`src/rtl/dual_seq_detector.sv`:
```
module dual_seq_detector (
  input  logic clk,
  input  logic rst,
  input  logic bit_vld,
  input  logic bit_in,
  output logic hit
);

  // Codes picked so that most frequent moves flip one bit
  typedef enum logic [2:0] {
    IDLE  = 3'b000,
    G1    = 3'b001,
    G11   = 3'b011,
    G10   = 3'b101,
    G101  = 3'b111,
    G110  = 3'b100,
    M1011 = 3'b110,
    M1101 = 3'b010
  } st_t;

  st_t st, st_nx;

  always_comb begin
    st_nx = st;
    if (bit_vld) begin
      case (st)
        IDLE:    st_nx = bit_in ? G1    : IDLE;
        G1:      st_nx = bit_in ? G11   : G10;
        G10:     st_nx = bit_in ? G101  : IDLE;
        G101:    st_nx = bit_in ? M1011 : G10;
        M1011:   st_nx = bit_in ? G11   : G110;
        G11:     st_nx = bit_in ? G11   : G110;
        G110:    st_nx = bit_in ? M1101 : IDLE;
        M1101:   st_nx = bit_in ? M1011 : G10;
        default: st_nx = IDLE;
      endcase
    end
  end

  always_ff @(posedge clk) begin
    if (rst) st <= IDLE;
    else     st <= st_nx;
  end

  assign hit = (st == M1011) || (st == M1101);

endmodule

```
`config.mk`:
```
export PLATFORM = sky130hd
export DESIGN_NAME = dual_seq_detector
export DESIGN_NICKNAME = d
export VERILOG_FILES = /design/src/rtl/dual_seq_detector.sv
export SDC_FILE = /design/constraint.sdc
export NUM_CORES = 1
export LEC_CHECK = 0
export BUFFER_PORTS_ARGS = -buffer_cell sky130_fd_sc_hd__buf_4
export CAP_MARGIN = 10
export CORE_AREA = 2 2 39 41
export DETAILED_ROUTE_END_ITERATION = 16
export DIE_AREA = 0 0 41 43
export GPL_TIMING_DRIVEN = 0
export PLACE_DENSITY = 0.35
export SETUP_SLACK_MARGIN = 0.4
export SYNTH_ARGS = -nofsm -noshare
export SYNTH_HDL_FRONTEND = slang
export SYNTH_SLANG_ARGS = --single-unit
```
`constraint.sdc`:
```
create_clock -name clk -period 0.9 [get_ports clk]
set_input_delay 0.18 -clock clk [delete_from_list [all_inputs] [get_ports clk]]
set_output_delay 0.18 -clock clk [all_outputs]
set_load 0.02 [all_outputs]
```
==> out/results.ini, run 1 <==
[status]
status = complete, but fails checks
failed_checks = setup timing

[finish]
antenna_cells = 0
layout-drive-gt1-share = 0.579
largest_reg_flops = 3
finalNetCount = 43
top_regs = st: 3 flops
top_register = st
area_growth_pct = 75.8
instances_no_fill = 54
nFillCells = 158

[worst_setup_path]
crit_required_ns = 0.72
slowest_delay_ns = 0.32
cp-end-kind = output port
crit_arrival_ns = 0.90
cpMaxStageDelayCell = dfxtp_2
path_cells = and2b_2 -> buf_6
start_kind = flop
path_class = reg -> out
worst-path-max-fanout = 2

[logic_synthesis]
synth.distinct_cells = 13
syn_area_um2 = 196
synth_nets = 29
synth_seq_cells = 3
yosysWarnings = 0
syn-instance-count = 25
synth-seq-area-share = 0.306
avgSynthCellArea_um2 = 7.86

[run]
drv_cap = 0

[timing]
hold-worst-slack_ns = 0.110
final.setup.worst_slack_ns = -0.179
finalCriticalPeriod_ns = 1.08
setup_viol = 3
fin_worst_skew_ns = 0.00426
finalHoldViolCount = 0
worstMarginPinSlew_ns = 0.171
rsz0062_at_grt = yes
period_share = 1.20
max_freq_mhz = 927
slew_headroom = 0.885
slew_viol_final = 0

[clock_tree]
htree_num_levels = 1
cts_made_buffers = 3
cts_tree = yes
path_clk_slew_ns = 0.04
clkSinkCount = 3
clock_path_buffers = 2
clock_latency_ns = 0.23
cts_root_buffer = clkbuf_4

[drt]
post_drt_wl_per_cell_um = 9.33
final_antenna_net_count = 0
vias = 220
wl_um = 504
dr.pass1.iters = 2
drt_iter0_drc = 5
post-route-drc-count = 0
viasPerCell = 4.07

[pwr]
power_mw = 0.497
peakVddDrop_uv = 422
leakage_nw = 0.132
pwr_density_cell_nw_per_um2 = 1440

[floorplanning]
die-area_um2 = 1760
core_um2 = 1380
dieWidth_um = 41
std_cell_rows = 14
start_util = 0.142
die_y_um = 43
io_pins = 5

[grt]
first_global_vias = 216
grt_pass1_wl_um = 800
grt-ovfl-total = 0
grt_max_degree = 9
antenna_found_initial = 0
grt_use_total = 0.0732

[min_path]
hold_class = in -> reg

[place]
dp_cells = 45
port_buffers = 4
place_congestion = 0.591

cells in the final DEF, fill, tap and decap left out:
cell and n:
buf_6 2, inv_1 1, clkbuf_1 1, o21ai_2 3, dfxtp_2 1, o2bb2ai_2 1
nor2b_4 1, o21ai_1 1, nand2b_1 3, nand2_1 4, clkbuf_4 3, xnor2_1 2
dfxtp_4 2, a21oi_1 2, nor2b_1 1, buf_4 7, a31oi_1 1, a21oi_2 1
and2b_2 1
metal layers:
metal | vias up | track usage | share of wire
met5 | - | 0 | 0
met4 | 0 | 0.0600 | 0
met3 | 0 | 0.0471 | 0.087
met2 | 6 | 0.106 | 0.55
met1 | 103 | 0.0673 | 0.36
li1 | 111 | - | -
stage by stage:
step	util	instance area, um2	setup TNS, ns	setup WS (ns)
floorplan	-	200	-0.0331	-0.0331
global placement	0.181	250	-0.0668	-0.0514
detailed placement	0.181	250	-0.0867	-0.0498
CTS	0.227	314	-0.280	-0.183
global route	0.250	345	-0.482	-0.213
finish	0.250	345	-0.350	-0.179
cells by family (layout without fill, tap and decap cells):
| kind of cell | count (synthesis) | count (layout) | share of synthesized area |
|---|---|---|---|
| buffers and inverters | 1 | 14 | 0.0191 |
| AND/OR/NAND/NOR | 10 | 10 | 0.312 |
| XOR/XNOR | 2 | 2 | 0.0892 |
| AO/OA/AOI/OAI | 9 | 9 | 0.274 |
| flip-flops | 3 | 3 | 0.306 |
final cells by class:
type,count,area (um2),area share
multi-input cells,21,151,0.438
repair buffers,9,75.1,0.217
flip-flops and latches,3,68.8,0.199
clock buffers,4,26.3,0.0761
well taps,16,20.0,0.0580
inverters,1,3.75,0.0109
cell usage after synthesis, drive strengths merged:
library cell  number  area share
nor2b              2        0.10
o2bb2ai            1       0.045
a21oi              3       0.076
o21ai              4        0.12
nand2b             3       0.096
inv                1       0.019
a31oi              1       0.032
nand2              4       0.076
and2b              1       0.038
dfxtp              3        0.31
xnor2              2       0.089
path summary, 6_finish.rpt:
check,startpoint,to,slack (ns),depth (start not counted)
min,rst,st[0],0.11,2
max,st[0],hit,-0.18,2
max reg2reg,st[0],st[0],-0.12,5
min reg2reg,st[2],st[1],0.60,2
report_power, final:
| part | switching [mW] | internal [mW] | total (mW) |
|---|---|---|---|
| combinational | 0.0508 | 0.0643 | 0.115 |
| sequential | 0.00909 | 0.141 | 0.150 |
| clock | 0.0660 | 0.166 | 0.232 |
critical path: cells and delay by family (launching register included):
| kind | cells | cell delay, ns |
|---|---|---|
| DFF | 1 | 0.32 |
| and+or+nand+nor | 1 | 0.22 |
| buffers and inverters | 1 | 0.13 |
repair_timing:
item,in CTS,in global routing
setup endpoints to repair,4,4
hold buffers,0,0
buffers inserted,3,2
gates resized for setup,7,5
pin swaps,4,6
gates cloned,0,0
(Power assumes the default switching activity.)
==> run 2, diff against run 1 <==
Settings changed: PLACE_DENSITY 0.35 to 0.34.
Clock period 0.9 ns to 1.2 ns, I/O delays scaled along.
==> run 2 against run 1 <==
  * The flow now finishes without violations
  * Register-to-register slack improved by 0.29 ns
  * Highest routed layer unchanged
  * Wire length increased by 0.99%
  * Die area unchanged
  * Worst setup slack improved by 0.24 ns
  * Combinational power decreased by 30%
  * Clock skew decreased by 0.0041 ns
  * Core utilization decreased by 0.54 points
  * Via count decreased by 7.3%
  * Clock power decreased by 24%
  * Sequential share of layout area increased by 0.44 points
==> out/results.ini, run 2 (synthesis gave the netlist of run 1 again) <==
[finish]
top_register = st
layout-drive-gt1-share = 0.583  ; +0.00439
nFillCells = 161  ; +1.9%
area_growth_pct = 72.0
post-route-util = 0.244  ; -0.00542
regArea_um2 = 68.8  ; unchanged
largest_reg_flops = 3  ; unchanged
antenna_cells = 0  ; unchanged
instances_no_fill = 52  ; -3.7%
layout_commonest_cell = buf_4
top_regs = st: 3 flops
finalNetCount = 41  ; -4.7%
multiInputGateArea_um2 = 163  ; +7.4%
mostFrequentLayoutCells = buf_4 (6), nand2_1 (4), nand2b_1 (3), clkbuf_4 (3)
finish.instance_area_um2 = 338  ; -2.2%

[min_path]
hp-start = rst
hold_class = in -> reg
hold_path_end = st[0]
holdPathStages = 2  ; unchanged

[worst_setup_path]
r2r-end = st[0]
worst-r2r-cell-count = 5  ; unchanged
worst-path-max-fanout = 2  ; unchanged
path_class = reg -> out
crit_arrival_ns = 0.89  ; about the same
r2r_setup_slack_ns = 0.17  ; +0.29 ns
start_kind = flop
cp-end-kind = output port
r2r_start = st[0]
crit_required_ns = 0.96  ; +0.24 ns

[clock_tree]
path_clk_slew_ns = 0.04  ; about the same
cts_root_buffer = clkbuf_4
clock_latency_ns = 0.23  ; about the same
clkSinkCount = 3  ; unchanged
cts_tree = yes
clock_path_buffers = 2  ; unchanged
holdBufCountCts = 0  ; unchanged
htree_num_levels = 1  ; unchanged
cts_made_buffers = 3  ; unchanged

[place]
place_ws_ns = 0.234  ; +0.284 ns
port_buffers = 4  ; unchanged
place_congestion = 0.667  ; +13%
place_area_um2 = 250  ; unchanged
dp_cells = 45  ; unchanged
place_hpwl_um = 307

[pwr]
pwr_density_cell_nw_per_um2 = 1090  ; -24%
peakVddDrop_uv = 363  ; -14%
power_mw = 0.367  ; -26%
leakage_nw = 0.126  ; -4.7%

[drt]
post-route-drc-count = 0  ; unchanged
viasPerCell = 3.92  ; -3.7%
dr.pass1.iters = 3  ; +1
final_antenna_net_count = 0  ; unchanged
drt_iter0_drc = 3  ; -2
vias = 204  ; -7.3%
wl_um = 509  ; +0.99%
post_drt_wl_per_cell_um = 9.79  ; +4.9%

[floorplanning]
die-area_um2 = 1760  ; unchanged
dieWidth_um = 41  ; unchanged
io_pins = 5  ; unchanged
core_um2 = 1380  ; unchanged
die_y_um = 43  ; unchanged
start_util = 0.142  ; unchanged
std_cell_rows = 14  ; unchanged

[timing]
finalHoldViolCount = 0  ; unchanged
max_freq_mhz = 881
hold-worst-slack_ns = 0.181  ; +0.0702 ns
rsz0062_at_grt = yes
slew_headroom = 0.898  ; +0.0125
tns_ns = 0  ; +0.350 ns
slew_viol_final = 0  ; unchanged
setup_viol = 0  ; -3
period_share = 0.946
worstMarginPinSlew_ns = 0.153  ; -0.0183 ns
final.setup.worst_slack_ns = 0.0651  ; +0.244 ns
fin_worst_skew_ns = 0.000141  ; -0.00412 ns
finalCriticalPeriod_ns = 1.13

[grt]
first_global_vias = 163  ; -25%
grt_max_degree = 9  ; unchanged
antenna_found_initial = 0  ; unchanged
grt_use_met1 = 0.0769  ; +0.00962
grt-ovfl-total = 0  ; unchanged
grt_use_total = 0.0612  ; -0.0120
grt_util_met3 = 0.0314  ; -0.0157
met2_usage = 0.0688  ; -0.0375
busiest_layer = met1
grt_pass1_wl_um = 655  ; -18%

[status]
status = finished, final reports clean

[run]
drv_cap = 0  ; unchanged

## run 2: worst max-delay path: stages, from the launching register on
cell and delay [ns]:
dfxtp_2 0.32, and2b_2 0.22, buf_6 0.13
## run 2: cell type report
type / count / area share
multi-input cells: 21 / 0.481
flip-flops and latches: 3 / 0.204
repair buffers: 7 / 0.167
clock buffers: 4 / 0.0778
well taps: 16 / 0.0593
inverters: 1 / 0.0111
## run 2: metal layers
layer  wire length, um  vias to the layer above
met5                 0                        -
met4                 0                        0
met3                21                        0
met2               257                        3
met1               230                       95
li1                  -                      106
## run 2: worst max-delay path by stage
stage / start / endpoint
final: st[0] / hit
after global routing: st[0] / hit
after floorplan: st[0] / st[0]
after global placement: bit_in / st[2]
after detailed placement: st[0] / hit
after CTS: st[0] / hit
## run 2: report_power, final
group	switching, mW	internal, mW
combinational	0.0377	0.0424
clock	0.0510	0.125
sequential	0.00636	0.105
total	0.0951	0.272
## run 2: what timing repair did
item / 4_1_cts / 5_1_grt
setup buffers: 2 / 1
pin swaps: 4 / 3
endpoints found under the setup margin: 3 / 4
gates resized for setup: 6 / 5
==> run 3, diff against run 2 <==
Settings changed: PLACE_DENSITY 0.34 to 0.3.
==> run 3 against run 2 <==
  * Clock skew grew 0.00052 ns
  * Critical path type unchanged
  * Global-route usage grew 0.39 points
  * Wire length shrank 3.1%
  * Combinational power grew 4.7%
  * First-iteration DRC count grew 33%
==> out/results.ini, run 3 (synthesis gave the netlist of run 1 again) <==
[clock_tree]
cts_made_buffers = 3  ; unchanged
clock_latency_ns = 0.23  ; about the same
htree_num_levels = 1  ; unchanged
path_clk_slew_ns = 0.04  ; about the same
holdBufCountCts = 0  ; unchanged
cts_root_buffer = clkbuf_4
cts_tree = yes
clock_path_buffers = 2  ; unchanged
clkSinkCount = 3  ; unchanged

[place]
place_congestion = 0.667  ; +0.14%
place_area_um2 = 250  ; unchanged
port_buffers = 4  ; unchanged

[finish]
top_regs = st: 3 flops
mostFrequentLayoutCells = buf_4 (7), nand2_1 (4), nand2b_1 (3), o21ai_2 (3), clkbuf_4 (3)
layout-drive-gt1-share = 0.579  ; -0.00439
antenna_cells = 0  ; unchanged
layout_commonest_cell = buf_4
largest_reg_flops = 3  ; unchanged
top_register = st
finalNetCount = 43  ; +4.9%
area_growth_pct = 75.8
finish.instance_area_um2 = 345  ; +2.2%

[grt]
grt_max_degree = 9  ; unchanged
grt_use_total = 0.0651  ; +0.00388
busiest_layer = met2
met2_usage = 0.0938  ; +0.0250
grt_pass1_wl_um = 731  ; +12%
grt_util_met3 = 0.0471  ; +0.0157
antenna_found_initial = 0  ; unchanged
grt_use_met1 = 0.0732  ; -0.00367
first_global_vias = 178  ; +9.2%
grt-ovfl-total = 0  ; unchanged

[worst_setup_path]
r2r-end = st[0]
crit_arrival_ns = 0.91  ; +0.02 ns
start_kind = flop
r2r_start = st[0]
worst-path-max-fanout = 2  ; unchanged
cp-end-kind = output port
r2r_setup_slack_ns = 0.18  ; about the same
path_class = reg -> out
crit_required_ns = 0.96  ; about the same
worst-r2r-cell-count = 5  ; unchanged

[floorplanning]
dieWidth_um = 41  ; unchanged
core_um2 = 1380  ; unchanged
std_cell_rows = 14  ; unchanged
die_y_um = 43  ; unchanged
start_util = 0.142  ; unchanged
die-area_um2 = 1760  ; unchanged
io_pins = 5  ; unchanged

[status]
status = finished, final reports clean

[timing]
period_share = 0.960  ; +0.0146
finalHoldViolCount = 0  ; unchanged
rsz0062_at_grt = yes
slew_headroom = 0.885  ; -0.0132
tns_ns = 0  ; unchanged
fin_worst_skew_ns = 0.000665  ; +0.000524 ns
max_freq_mhz = 868  ; -1.5%
hold-worst-slack_ns = 0.175  ; -0.00565 ns
finalCriticalPeriod_ns = 1.15  ; +0.0175 ns
setup_viol = 0  ; unchanged
slew_viol_final = 0  ; unchanged
worstMarginPinSlew_ns = 0.172  ; +0.0193 ns

[drt]
viasPerCell = 3.89  ; -0.87%
drt_iter0_drc = 4  ; +1
vias = 210  ; +2.9%
final_antenna_net_count = 0  ; unchanged
wl_um = 493  ; -3.1%
post-route-drc-count = 0  ; unchanged
dr.pass1.iters = 3  ; unchanged
post_drt_wl_per_cell_um = 9.13  ; -6.7%

[min_path]
hp-start = rst
hold_class = in -> reg
hold_path_end = st[0]
holdPathStages = 2  ; unchanged

[pwr]
leakage_nw = 0.131  ; +4.7%
pwr_density_cell_nw_per_um2 = 1080  ; -0.45%
peakVddDrop_uv = 444  ; +23%

[run]
drv_cap = 0  ; unchanged

[run 3: routing by layer]
metal | up-vias | wire length [um]
met3 | 0 | 15
met2 | 3 | 247
met1 | 97 | 231
met4 | 0 | 0
li1 | 110 | -
met5 | - | 0
[run 3: power by group]
part | switching [mW] | internal, mW | total [mW] | leakage (nW)
clock network | 0.0514 | 0.125 | 0.176 | 0.0150
logic | 0.0361 | 0.0477 | 0.0839 | 0.0900
registers | 0.00796 | 0.106 | 0.114 | 0.0264
total | 0.0955 | 0.278 | 0.374 | 0.131
[run 3: worst max path at each step]
stage,from,to,cells past startpoint
after floorplan,st[0],st[0],4
after global placement,st[0],hit,2
after detailed placement,st[0],hit,2
after CTS,st[0],hit,2
after global routing,st[0],hit,2
final,st[0],hit,2
[run 3: critical path, cell delays in order (launching register included)]
cell and delay [ns]:
dfxtp_4 0.33, and2b_2 0.22, buf_6 0.13
[run 3: cell type report]
cell class | count | area [um2]
fillers | 159 | 1040
multi-input cells | 21 | 151
repair buffers | 9 | 75.1
flip-flops and latches | 3 | 68.8
clock buffers | 4 | 26.3
well taps | 16 | 20.0
inverters | 1 | 3.75
[run 3: repair_timing]
action	in CTS	in global routing
gates resized for setup	6	5
buffers inserted	2	3
pin swaps	5	6
setup endpoints to repair	3	4
[run 3: stage by stage]
step,cells,setup slack [ns],total power [mW],util
finish,54,0.0476,0.374,0.250
floorplan,25,0.267,0.148,-
global route,54,0.0100,0.406,0.250
CTS,51,0.0346,0.369,0.223
detailed placement,45,0.220,0.171,0.181
global placement,45,0.226,0.171,0.181
